File: src/rtl/aclink_rx_pkg.sv
package aclink_rx_pkg;

    localparam int TAG_W      = 16;
    localparam int SLOT_W     = 20;
    localparam int NUM_SLOTS  = 12;
    localparam int SLOT_IDX_W = $clog2(NUM_SLOTS + 1);
    localparam int ADDR_W     = 7;
    localparam int RDATA_W    = 16;
    localparam int PCM_W      = 18;
    localparam int NUM_TAGV   = 4;

    // bit positions inside a 20-bit slot word
    localparam int ADDR_LSB   = 12;
    localparam int REQ_L_BIT  = 11;
    localparam int REQ_R_BIT  = 10;
    localparam int RDATA_LSB  = SLOT_W - RDATA_W;
    localparam int PCM_LSB    = SLOT_W - PCM_W;

    typedef struct packed {
        logic                 ready;
        logic [NUM_TAGV-1:0]  tagv;      // [3]=slot1 .. [0]=slot4
        logic [ADDR_W-1:0]    addr_hold;
        logic                 req_l;
        logic                 req_r;
        logic                 rd_stb;
        logic [ADDR_W-1:0]    rd_addr;
        logic [RDATA_W-1:0]   rd_data;
        logic                 l_stb;
        logic [PCM_W-1:0]     l_pcm;
        logic                 r_stb;
        logic [PCM_W-1:0]     r_pcm;
    } rx_state_t;

endpackage

File: src/rtl/acrx_frame_timer.sv
module acrx_frame_timer #(
    parameter int TAG_W     = 16,
    parameter int SLOT_W    = 20,
    parameter int NUM_SLOTS = 12,
    localparam int SW       = $clog2(NUM_SLOTS + 1),
    localparam int BW       = $clog2(SLOT_W)
) (
    input  logic          clk,
    input  logic          rst,
    input  logic          sync_i,
    output logic          bit_vld_o,
    output logic [SW-1:0] slot_o,
    output logic          slot_end_o
);

    typedef struct packed {
        logic          sync;
        logic          locked;
        logic [SW-1:0] slot;
        logic [BW-1:0] bitn;
    } tmr_t;

    tmr_t t_d, t_q;
    logic          sync_rise;
    logic [SW-1:0] cur_slot;
    logic [BW-1:0] cur_bit;

    always_comb begin
        t_d        = t_q;
        sync_rise  = sync_i & ~t_q.sync;
        bit_vld_o  = (sync_rise | t_q.locked) & ~rst;
        cur_slot   = sync_rise ? '0 : t_q.slot;
        cur_bit    = sync_rise ? '0 : t_q.bitn;
        slot_end_o = (cur_slot == '0) ? (cur_bit == BW'(TAG_W - 1))
                                      : (cur_bit == BW'(SLOT_W - 1));
        slot_o     = cur_slot;
        t_d.sync   = sync_i;
        t_d.locked = bit_vld_o;
        if (bit_vld_o) begin
            if (slot_end_o) begin
                t_d.bitn = '0;
                t_d.slot = (cur_slot == SW'(NUM_SLOTS)) ? '0 : SW'(cur_slot + 1'b1);
            end else begin
                t_d.bitn = BW'(cur_bit + 1'b1);
                t_d.slot = cur_slot;
            end
        end
    end

    always_ff @(posedge clk) begin
        if (rst) t_q <= '0;
        else     t_q <= t_d;
    end

    // counters never leave the frame layout
    assert_slot_range_R2: assert property (@(posedge clk) disable iff (rst)
        t_q.locked |-> (t_q.slot <= SW'(NUM_SLOTS) && t_q.bitn < BW'(SLOT_W)));

    // the tag is followed by the first bit of slot 1
    assert_tag_span_R2: assert property (@(posedge clk) disable iff (rst)
        (bit_vld_o && slot_o == '0 && slot_end_o) |=> (t_q.slot == SW'(1) && t_q.bitn == '0));

endmodule

File: src/rtl/acrx_shift_in.sv
module acrx_shift_in #(
    parameter int W = 20
) (
    input  logic         clk,
    input  logic         rst,
    input  logic         en_i,
    input  logic         din_i,
    output logic [W-1:0] word_o
);

    logic [W-1:0] sh_d, sh_q;

    always_comb begin
        word_o = {sh_q[W-2:0], din_i};
        sh_d   = en_i ? word_o : sh_q;
    end

    always_ff @(posedge clk) begin
        if (rst) sh_q <= '0;
        else     sh_q <= sh_d;
    end

endmodule

File: src/rtl/aclink_rx_decoder.sv
module aclink_rx_decoder
    import aclink_rx_pkg::*;
(
    input  logic               clk,
    input  logic               rst,
    input  logic               sync_i,
    input  logic               sdin_i,
    output logic               codec_ready_o,
    output logic               rd_stb_o,
    output logic [ADDR_W-1:0]  rd_addr_o,
    output logic [RDATA_W-1:0] rd_data_o,
    output logic               left_stb_o,
    output logic [PCM_W-1:0]   left_pcm_o,
    output logic               right_stb_o,
    output logic [PCM_W-1:0]   right_pcm_o,
    output logic               req_left_o,
    output logic               req_right_o
);

    logic                  bit_vld;
    logic [SLOT_IDX_W-1:0] slot_idx;
    logic                  slot_end;
    logic [SLOT_W-1:0]     word;
    logic                  s1_hit;
    rx_state_t             s_d, s_q;

    acrx_frame_timer #(
        .TAG_W     (TAG_W),
        .SLOT_W    (SLOT_W),
        .NUM_SLOTS (NUM_SLOTS)
    ) u_timer (
        .clk        (clk),
        .rst        (rst),
        .sync_i     (sync_i),
        .bit_vld_o  (bit_vld),
        .slot_o     (slot_idx),
        .slot_end_o (slot_end)
    );

    acrx_shift_in #(
        .W (SLOT_W)
    ) u_shift (
        .clk    (clk),
        .rst    (rst),
        .en_i   (bit_vld),
        .din_i  (sdin_i),
        .word_o (word)
    );

    always_comb begin
        s_d        = s_q;
        s_d.rd_stb = 1'b0;
        s_d.l_stb  = 1'b0;
        s_d.r_stb  = 1'b0;
        s1_hit     = bit_vld && slot_end && (slot_idx == SLOT_IDX_W'(1));
        if (bit_vld && slot_end) begin
            case (slot_idx)
                SLOT_IDX_W'(0): begin
                    s_d.ready = word[TAG_W-1];
                    s_d.tagv  = word[TAG_W-2 -: NUM_TAGV];
                end
                SLOT_IDX_W'(1): begin
                    if (s_q.tagv[3]) begin
                        s_d.addr_hold = word[ADDR_LSB +: ADDR_W];
                        s_d.req_l     = ~word[REQ_L_BIT];
                        s_d.req_r     = ~word[REQ_R_BIT];
                    end else begin
                        s_d.req_l = 1'b0;
                        s_d.req_r = 1'b0;
                    end
                end
                SLOT_IDX_W'(2): begin
                    if (s_q.ready && s_q.tagv[3] && s_q.tagv[2]) begin
                        s_d.rd_stb  = 1'b1;
                        s_d.rd_addr = s_q.addr_hold;
                        s_d.rd_data = word[RDATA_LSB +: RDATA_W];
                    end
                end
                SLOT_IDX_W'(3): begin
                    if (s_q.tagv[1]) begin
                        s_d.l_stb = 1'b1;
                        s_d.l_pcm = word[PCM_LSB +: PCM_W];
                    end
                end
                SLOT_IDX_W'(4): begin
                    if (s_q.tagv[0]) begin
                        s_d.r_stb = 1'b1;
                        s_d.r_pcm = word[PCM_LSB +: PCM_W];
                    end
                end
                default: ;
            endcase
        end
    end

    always_ff @(posedge clk) begin
        if (rst) s_q <= '0;
        else     s_q <= s_d;
    end

    assign codec_ready_o = s_q.ready;
    assign rd_stb_o      = s_q.rd_stb;
    assign rd_addr_o     = s_q.rd_addr;
    assign rd_data_o     = s_q.rd_data;
    assign left_stb_o    = s_q.l_stb;
    assign left_pcm_o    = s_q.l_pcm;
    assign right_stb_o   = s_q.r_stb;
    assign right_pcm_o   = s_q.r_pcm;
    assign req_left_o    = s_q.req_l;
    assign req_right_o   = s_q.req_r;

    // a read result never leaves while the codec reports not ready
    assert_rd_needs_ready_R5: assert property (@(posedge clk) disable iff (rst)
        rd_stb_o |-> codec_ready_o);

    // slots end at different times, so strobes never coincide
    assert_one_strobe_R9: assert property (@(posedge clk) disable iff (rst)
        $onehot0({rd_stb_o, left_stb_o, right_stb_o}));

    // left strobe lasts one cycle
    assert_left_pulse_R6: assert property (@(posedge clk) disable iff (rst)
        left_stb_o |=> !left_stb_o);

    // right strobe lasts one cycle
    assert_right_pulse_R7: assert property (@(posedge clk) disable iff (rst)
        right_stb_o |=> !right_stb_o);

    // request flags move only right after slot 1 closes
    assert_req_stable_R8: assert property (@(posedge clk) disable iff (rst)
        (!$past(s1_hit) && !$past(rst)) |-> $stable({req_left_o, req_right_o}));

endmodule

File: config.mk
export PLATFORM = sky130hd
export DESIGN_NAME = aclink_rx_decoder
export DESIGN_NICKNAME = d
export VERILOG_FILES = /design/src/rtl/aclink_rx_pkg.sv /design/src/rtl/acrx_frame_timer.sv /design/src/rtl/acrx_shift_in.sv /design/src/rtl/aclink_rx_decoder.sv
export SDC_FILE = /design/constraint.sdc
export NUM_CORES = 1
export LEC_CHECK = 0
export CAP_MARGIN = 20
export CORE_MARGIN = 5
export CORE_UTILIZATION = 40
export CTS_BUF_LIST = sky130_fd_sc_hd__clkbuf_4
export CTS_CLUSTER_DIAMETER = 100
export DETAILED_ROUTE_END_ITERATION = 12
export DONT_BUFFER_PORTS = 1
export GPL_TIMING_DRIVEN = 0
export PLACE_DENSITY_LB_ADDON = 0.08
export SLEW_MARGIN = 40
export SYNTH_ARGS = -nofsm -noshare
export SYNTH_HDL_FRONTEND = slang
export SYNTH_SLANG_ARGS = --single-unit
File: constraint.sdc
create_clock -name clk -period 6.3 [get_ports clk]
set_input_delay 0.63 -clock clk [delete_from_list [all_inputs] [get_ports clk]]
set_output_delay 0.63 -clock clk [all_outputs]
set_load 0.005 [all_outputs]
**Yosys cells after proc, flatten, opt, wreduce, memory -nomap -nowiden**

Index checks and enable logic that the tools add are counted.

- Bits in registers: 106
- Bits in latches: 0
- Bits in writable memories: 0
- Memory bits (read-only): 0
- Word-level logic and storage cells: 59
- Memories: 0

- Add/sub/neg operators: 2
- $mul: 0
- Divide/modulo/power cells: 0
- Order comparisons: 0
- Equal/unequal tests: 7
- Shift operators: 0
- Mux-type cells: 9
- Bitwise logic cells: 11
- Reduce and logical (&&, ||, !) cells: 13

Operator list:

| cell | number |
|---|---|
| $mux 19 | 2 |
| $mux 24 | 1 |
| $reduce_and 3->1 | 4 |
| $mux 9 | 1 |
| $reduce_or 3->1 | 3 |
| $eq 4x2->1 const B | 2 |
| $mux 4 | 2 |
| $not 1->1 | 8 |
| $add 5x1->5 const B | 1 |
| $eq 5x4->1 const B | 1 |
| $eq 5x5->1 const B | 1 |
| $mux 5 | 1 |
| $add 4x1->4 const B | 1 |
| $eq 4x1->1 const B | 1 |
| $eq 4x3->1 const B | 1 |
| $eq 4x4->1 const B | 1 |
| $logic_not 4->1 | 1 |
| $reduce_and 2->1 | 2 |
| $logic_and 1x1->1 | 3 |
| $and 1x1->1 | 2 |
| $mux 2 | 1 |
| $mux 1 | 1 |
| $or 1x1->1 | 1 |

**Depth between registers and ports, before layout**

- Depth in word-level cells: 8
- Depth in mapped cells: 12

**Hierarchy**

Synthesis repeated with hierarchy kept, for this count alone.

- Cells, all modules: 483
- Area, all modules: 4898.4 um^2

Modules (own cells, without submodules):

| module | times used | cells an instance | area each (um^2) | sequential area each (um^2) |
|---|---|---|---|---|
| aclink_rx_decoder | 1 | 335 | 3525.9 | 1521.5 |
| acrx_shift_in | 1 | 62 | 690.7 | 380.4 |
| acrx_frame_timer | 1 | 86 | 681.9 | 220.2 |

**Worst setup path before layout**

OpenSTA, ideal clock, no wires.

- Path kind: in2reg
- Start: input port sync_i
- End: register s_q[64] (netlist name)
- Arrival: 2.813 ns
- Data required time: 6.182 ns
- Setup slack: 3.369 ns
- Stages: 11
- Buffers on the path: 4
- Cell sequence: nand2b_1 buf_4 clkbuf_1 nand2_1 ha_1 o21ai_2 mux2_2 buf_6 or4_4 buf_6 mux2i_1

- Cells in the longest elaborated chain, start to end: 6
- Elaborated cells on any way between the ends: 12
- Classes of those cells: eq/ne: 3; mux: 3; bitwise: 3; reduce/logical: 3

RTL lines:

| what | RTL line | source |
|---|---|---|
| from (decl) | aclink_rx_decoder.sv:6 | `input logic sync_i,` |
| $and 1x1->1 (*) | acrx_frame_timer.sv:30 | `sync_rise = sync_i & ~t_q.sync;` |
| $mux 5 or $mux 4 (tied branches) | acrx_frame_timer.sv:33, acrx_frame_timer.sv:32 |  |
| $eq 5x5->1 (tied with other cells) | acrx_frame_timer.sv:35 | `: (cur_bit == BW'(SLOT_W - 1));` |
| $mux 1 | acrx_frame_timer.sv:34 | `slot_end_o = (cur_slot == '0) ? (cur_bit == BW'(TAG_W - 1))` |
| $logic_and 1x1->1 | aclink_rx_decoder.sv:56 | `if (bit_vld && slot_end) begin` |
| $reduce_and 3->1 (no line) (*) | - |  |
| to (signal assigned) | aclink_rx_decoder.sv:97 | `if (rst) s_q <= '0;` |
| to (signal assigned) | aclink_rx_decoder.sv:98 | `else s_q <= s_d;` |
| to (decl) | aclink_rx_decoder.sv:25 | `rx_state_t s_d, s_q;` |

Mark *: on every way between the ends. The rest lies on a longest branch, timed or not.
A chain may end at the register's enable or synchronous reset.

**Final worst setup path**

- Start: register u_timer.t_q[10] (netlist name)
- End: register s_q, in the netlist right_pcm_o[5]

- Cells in the longest elaborated chain, start to end: 7
- Elaborated cells on any way between the ends: 13
- Classes of those cells: eq/ne: 3; mux: 3; bitwise: 4; reduce/logical: 3

RTL lines:

| what | RTL line | source |
|---|---|---|
| from (decl) | acrx_frame_timer.sv:23 | `tmr_t t_d, t_q;` |
| from (signal assigned) | acrx_frame_timer.sv:52 | `else t_q <= t_d;` |
| $not 1->1 (*) | acrx_frame_timer.sv:30 |  |
| $and 1x1->1 (*) | acrx_frame_timer.sv:30 |  |
| $mux 5 or $mux 4 (tied branches) | acrx_frame_timer.sv:33, acrx_frame_timer.sv:32 |  |
| $eq 5x5->1 (tied with other cells) | acrx_frame_timer.sv:35 |  |
| $mux 1 | acrx_frame_timer.sv:34 |  |
| $logic_and 1x1->1 | aclink_rx_decoder.sv:56 |  |
| $reduce_and 3->1 (no line) (*) | - |  |

Marked as above.

==> impl_metrics.toml <==
[clock_network]
clkSinkCount = 106
clkLatencyLatePin_ns = 0.46
cts_tree = "built"
postCtsSetupRepairBufs = 0
hold_buffers = 0
cts_resized = 0
cts_made_buffers = 9
clkTransAtPathRegs_ns = 0.17
root_buffer = "clkbuf_4"
htreeDepth = 3
clock_path_buffers = 2

[synthesis]
synth_nets = 575
synth_area_leaders = "dfxtp_1 45%, buf_4 9.6%, a21oi_1 9.3%, nand3_1 7.0%, o21ai_0 6.5%"
yosysSeqAreaShare_pct = 45.25
ys.warnings.count = 0
synthArstFlopShare_pct = 0
synth_top_cell_by_area = "dfxtp_1"
netlist.area_leader.share_pct = 45.25
synth_edf_count = 0
netlist_area_sq_um = 4689
syn-instance-count = 566
ys.flop_type = "dfxtp_1"
syn_avg_cell_area_sq_um = 8.285
synth.most_common_cell = "dfxtp_1"
synth_common_cells = "106 x dfxtp_1, 87 x a21oi_1, 66 x nand3_1"
ys_seq_elements = 106
synth_cell_type_count = 42

[floorplanning]
coreArea_sq_um = 11470
die_area_sq_um = 13990
pin_count = 69
core.rowCount = 39
start_util_pct = 40.89
dieWidth_um = 118.3
die_h_um = 118.3

[cells_and_area]
seq_area_sq_um = 2122
multi_input_area_sq_um = 1926
antenna_cells = 0
final_nets = 586
area_delta_synth_final_pct = 6.937
drive_gt1_share_pct = 14.95
fill_cells = 1189

[worst_setup_path]
cp_data_required_time_ns = 6.71
worstReg2RegStart = "u_timer.t_q[10]"
crit_start = "u_timer.t_q[10]"
crit_path_start_kind = "flip-flop"
regToRegSetupSlack_ns = 3.20
cp-end-kind = "flip-flop"
ff2ff_path_depth = 10
crit_fanout = 10
r2r_end = "right_pcm_o[5]"
critPathKind = "reg2reg"
critPathArrivalTime_ns = 3.52

[global_routing]
grt_pass1_vias = 3846
grt_first_pass_wirelength_um = 20800
grt_usage_pct = 18.38
grt_max_degree = 18
grt-ovfl-total = 0
met1_usage_pct = 26.40
top_usage_layer = "met2"
met3_usage_pct = 3.820
antenna_found_initial = 0
grt_util_met2_pct = 28.09

[timing]
slew_headroom_pct = 47.22
skew_ns = 0.01423
finalSetupTns_ns = 0
finalHoldViolations = 0
max_freq_mhz = 322.2
hold_ws_ns = 0.2882
rsz0062_at_grt = "no"
tightest_slew_ns = 0.7852
post-route-period-util_pct = 49.27
slew_viol_final = 0
fin_crit_ns = 3.104
setup_viol = 0

[route]
initialDrtViolationCount = 306
vias = 3879
routed_via_density = 5.350
first_pass_iters = 4
routedWlPerCell_um = 17.76
ant_nets = 0
drc = 0
finalWirelength_um = 12880

[placement]
io_buffers = 0
gp_congestion = 0.8255
hpwlAfterDp_um = 9150

[status]
outcome = "complete, no violations"

[min_path]
whs_path_depth = 2
min_path_type = "in2reg"
hp-start = "sdin_i"
holdPathEnd = "u_shift.sh_q[0]"

[pwr]
p_leak_nw = 1.742
p_total_mw = 1.081
irDropWorstVdd_uv = 126.8
cellPowerDensity_nw_per_um2 = 215.5

[job]
maxCapViolCount = 0
[per-stage QoR]
stage	cells	util, %	cell area, sq um	setup WS [ns]
after CTS	725	43.73	5015	3.178
after detailed placement	709	42.49	4872	2.971
after global routing	725	43.73	5015	2.948
final	725	43.73	5015	3.196
after global placement	709	42.46	4868	2.752
after floorplan	566	-	4690	3.369
[cell type report]
| type | instances | area share (%) |
|---|---|---|
| tap | 143 | 3.568 |
| sequential | 106 | 42.32 |
| multi-input combinational | 352 | 38.40 |
| inverter | 4 | 0.2994 |
| buffer | 104 | 12.57 |
| clock inverter | 6 | 1.347 |
| clock buffer | 10 | 1.497 |
[worst max-delay path by stage]
stage                      to  slack, ns  cells after the start
2_1_floorplan         s_q[64]       3.37                     11
5_1_grt        right_pcm_o[8]       2.95                     10
6_report       right_pcm_o[5]       3.20                     10
3_3_place_gp   right_pcm_o[8]       2.75                     10
4_1_cts        right_pcm_o[8]       3.18                     10
3_5_place_dp   right_pcm_o[2]       2.97                     10
[kinds of logic after synthesis]
group           Yosys count  synth area share (%)
flops                   106                 45.25
fa+ha+maj                 5                 1.334
compound gates          164                 18.14
buf+inv                 108                 13.77
mux                      14                 3.015
simple gates            169                 18.49
[state kept, by name, summed over array words and instances (netlist names), 7 cells and up]
name	count
left_pcm_o	18
rd_addr_o	7
s_q	11
u_shift.sh_q	19
rd_data_o	16
right_pcm_o	18
u_timer.t_q	11
[worst max-delay path: stages (launching register included)]
cell      delay [ns]
dfxtp_1         0.36
nand2b_1        0.10
buf_4           0.17
clkbuf_1        0.31
nand2_1         0.16
ha_1            0.31
o21ai_2         0.14
mux2i_2         0.63
clkbuf_1        0.51
nand3_1         0.19
a21oi_1         0.17
[cell usage in the layout, fill, tap and decap left out, types with 2 or more instances in the layout]
cell type,instances
a21oi_1,87
and2_1,2
and2b_1,2
buf_1,5
buf_4,60
buf_6,2
clkbuf_1,37
clkbuf_4,10
clkinv_4,2
clkinvlp_4,2
dfxtp_1,106
ha_1,5
inv_1,4
mux2i_1,12
nand2_1,49
nand2b_1,17
nand3_1,66
nand4_1,5
nor2_1,13
o21ai_0,61
o21ai_1,6
or4b_1,3
[power by group]
group | internal (mW) | total (mW) | switching [mW] | leakage, nW
registers | 0.674 | 0.677 | 0.00301 | 0.855
logic | 0.00931 | 0.0408 | 0.0314 | 0.815
clock network | 0.126 | 0.363 | 0.237 | 0.0726
[layer usage]
layer / part of all wire, % / up-vias
li1: - / 1929
met1: 48 / 1826
met3: 6.0 / 12
met5: 0 / -
met2: 44 / 112
met4: 1.1 / 0
No activity file was read; power rests on OpenSTA's default activity.
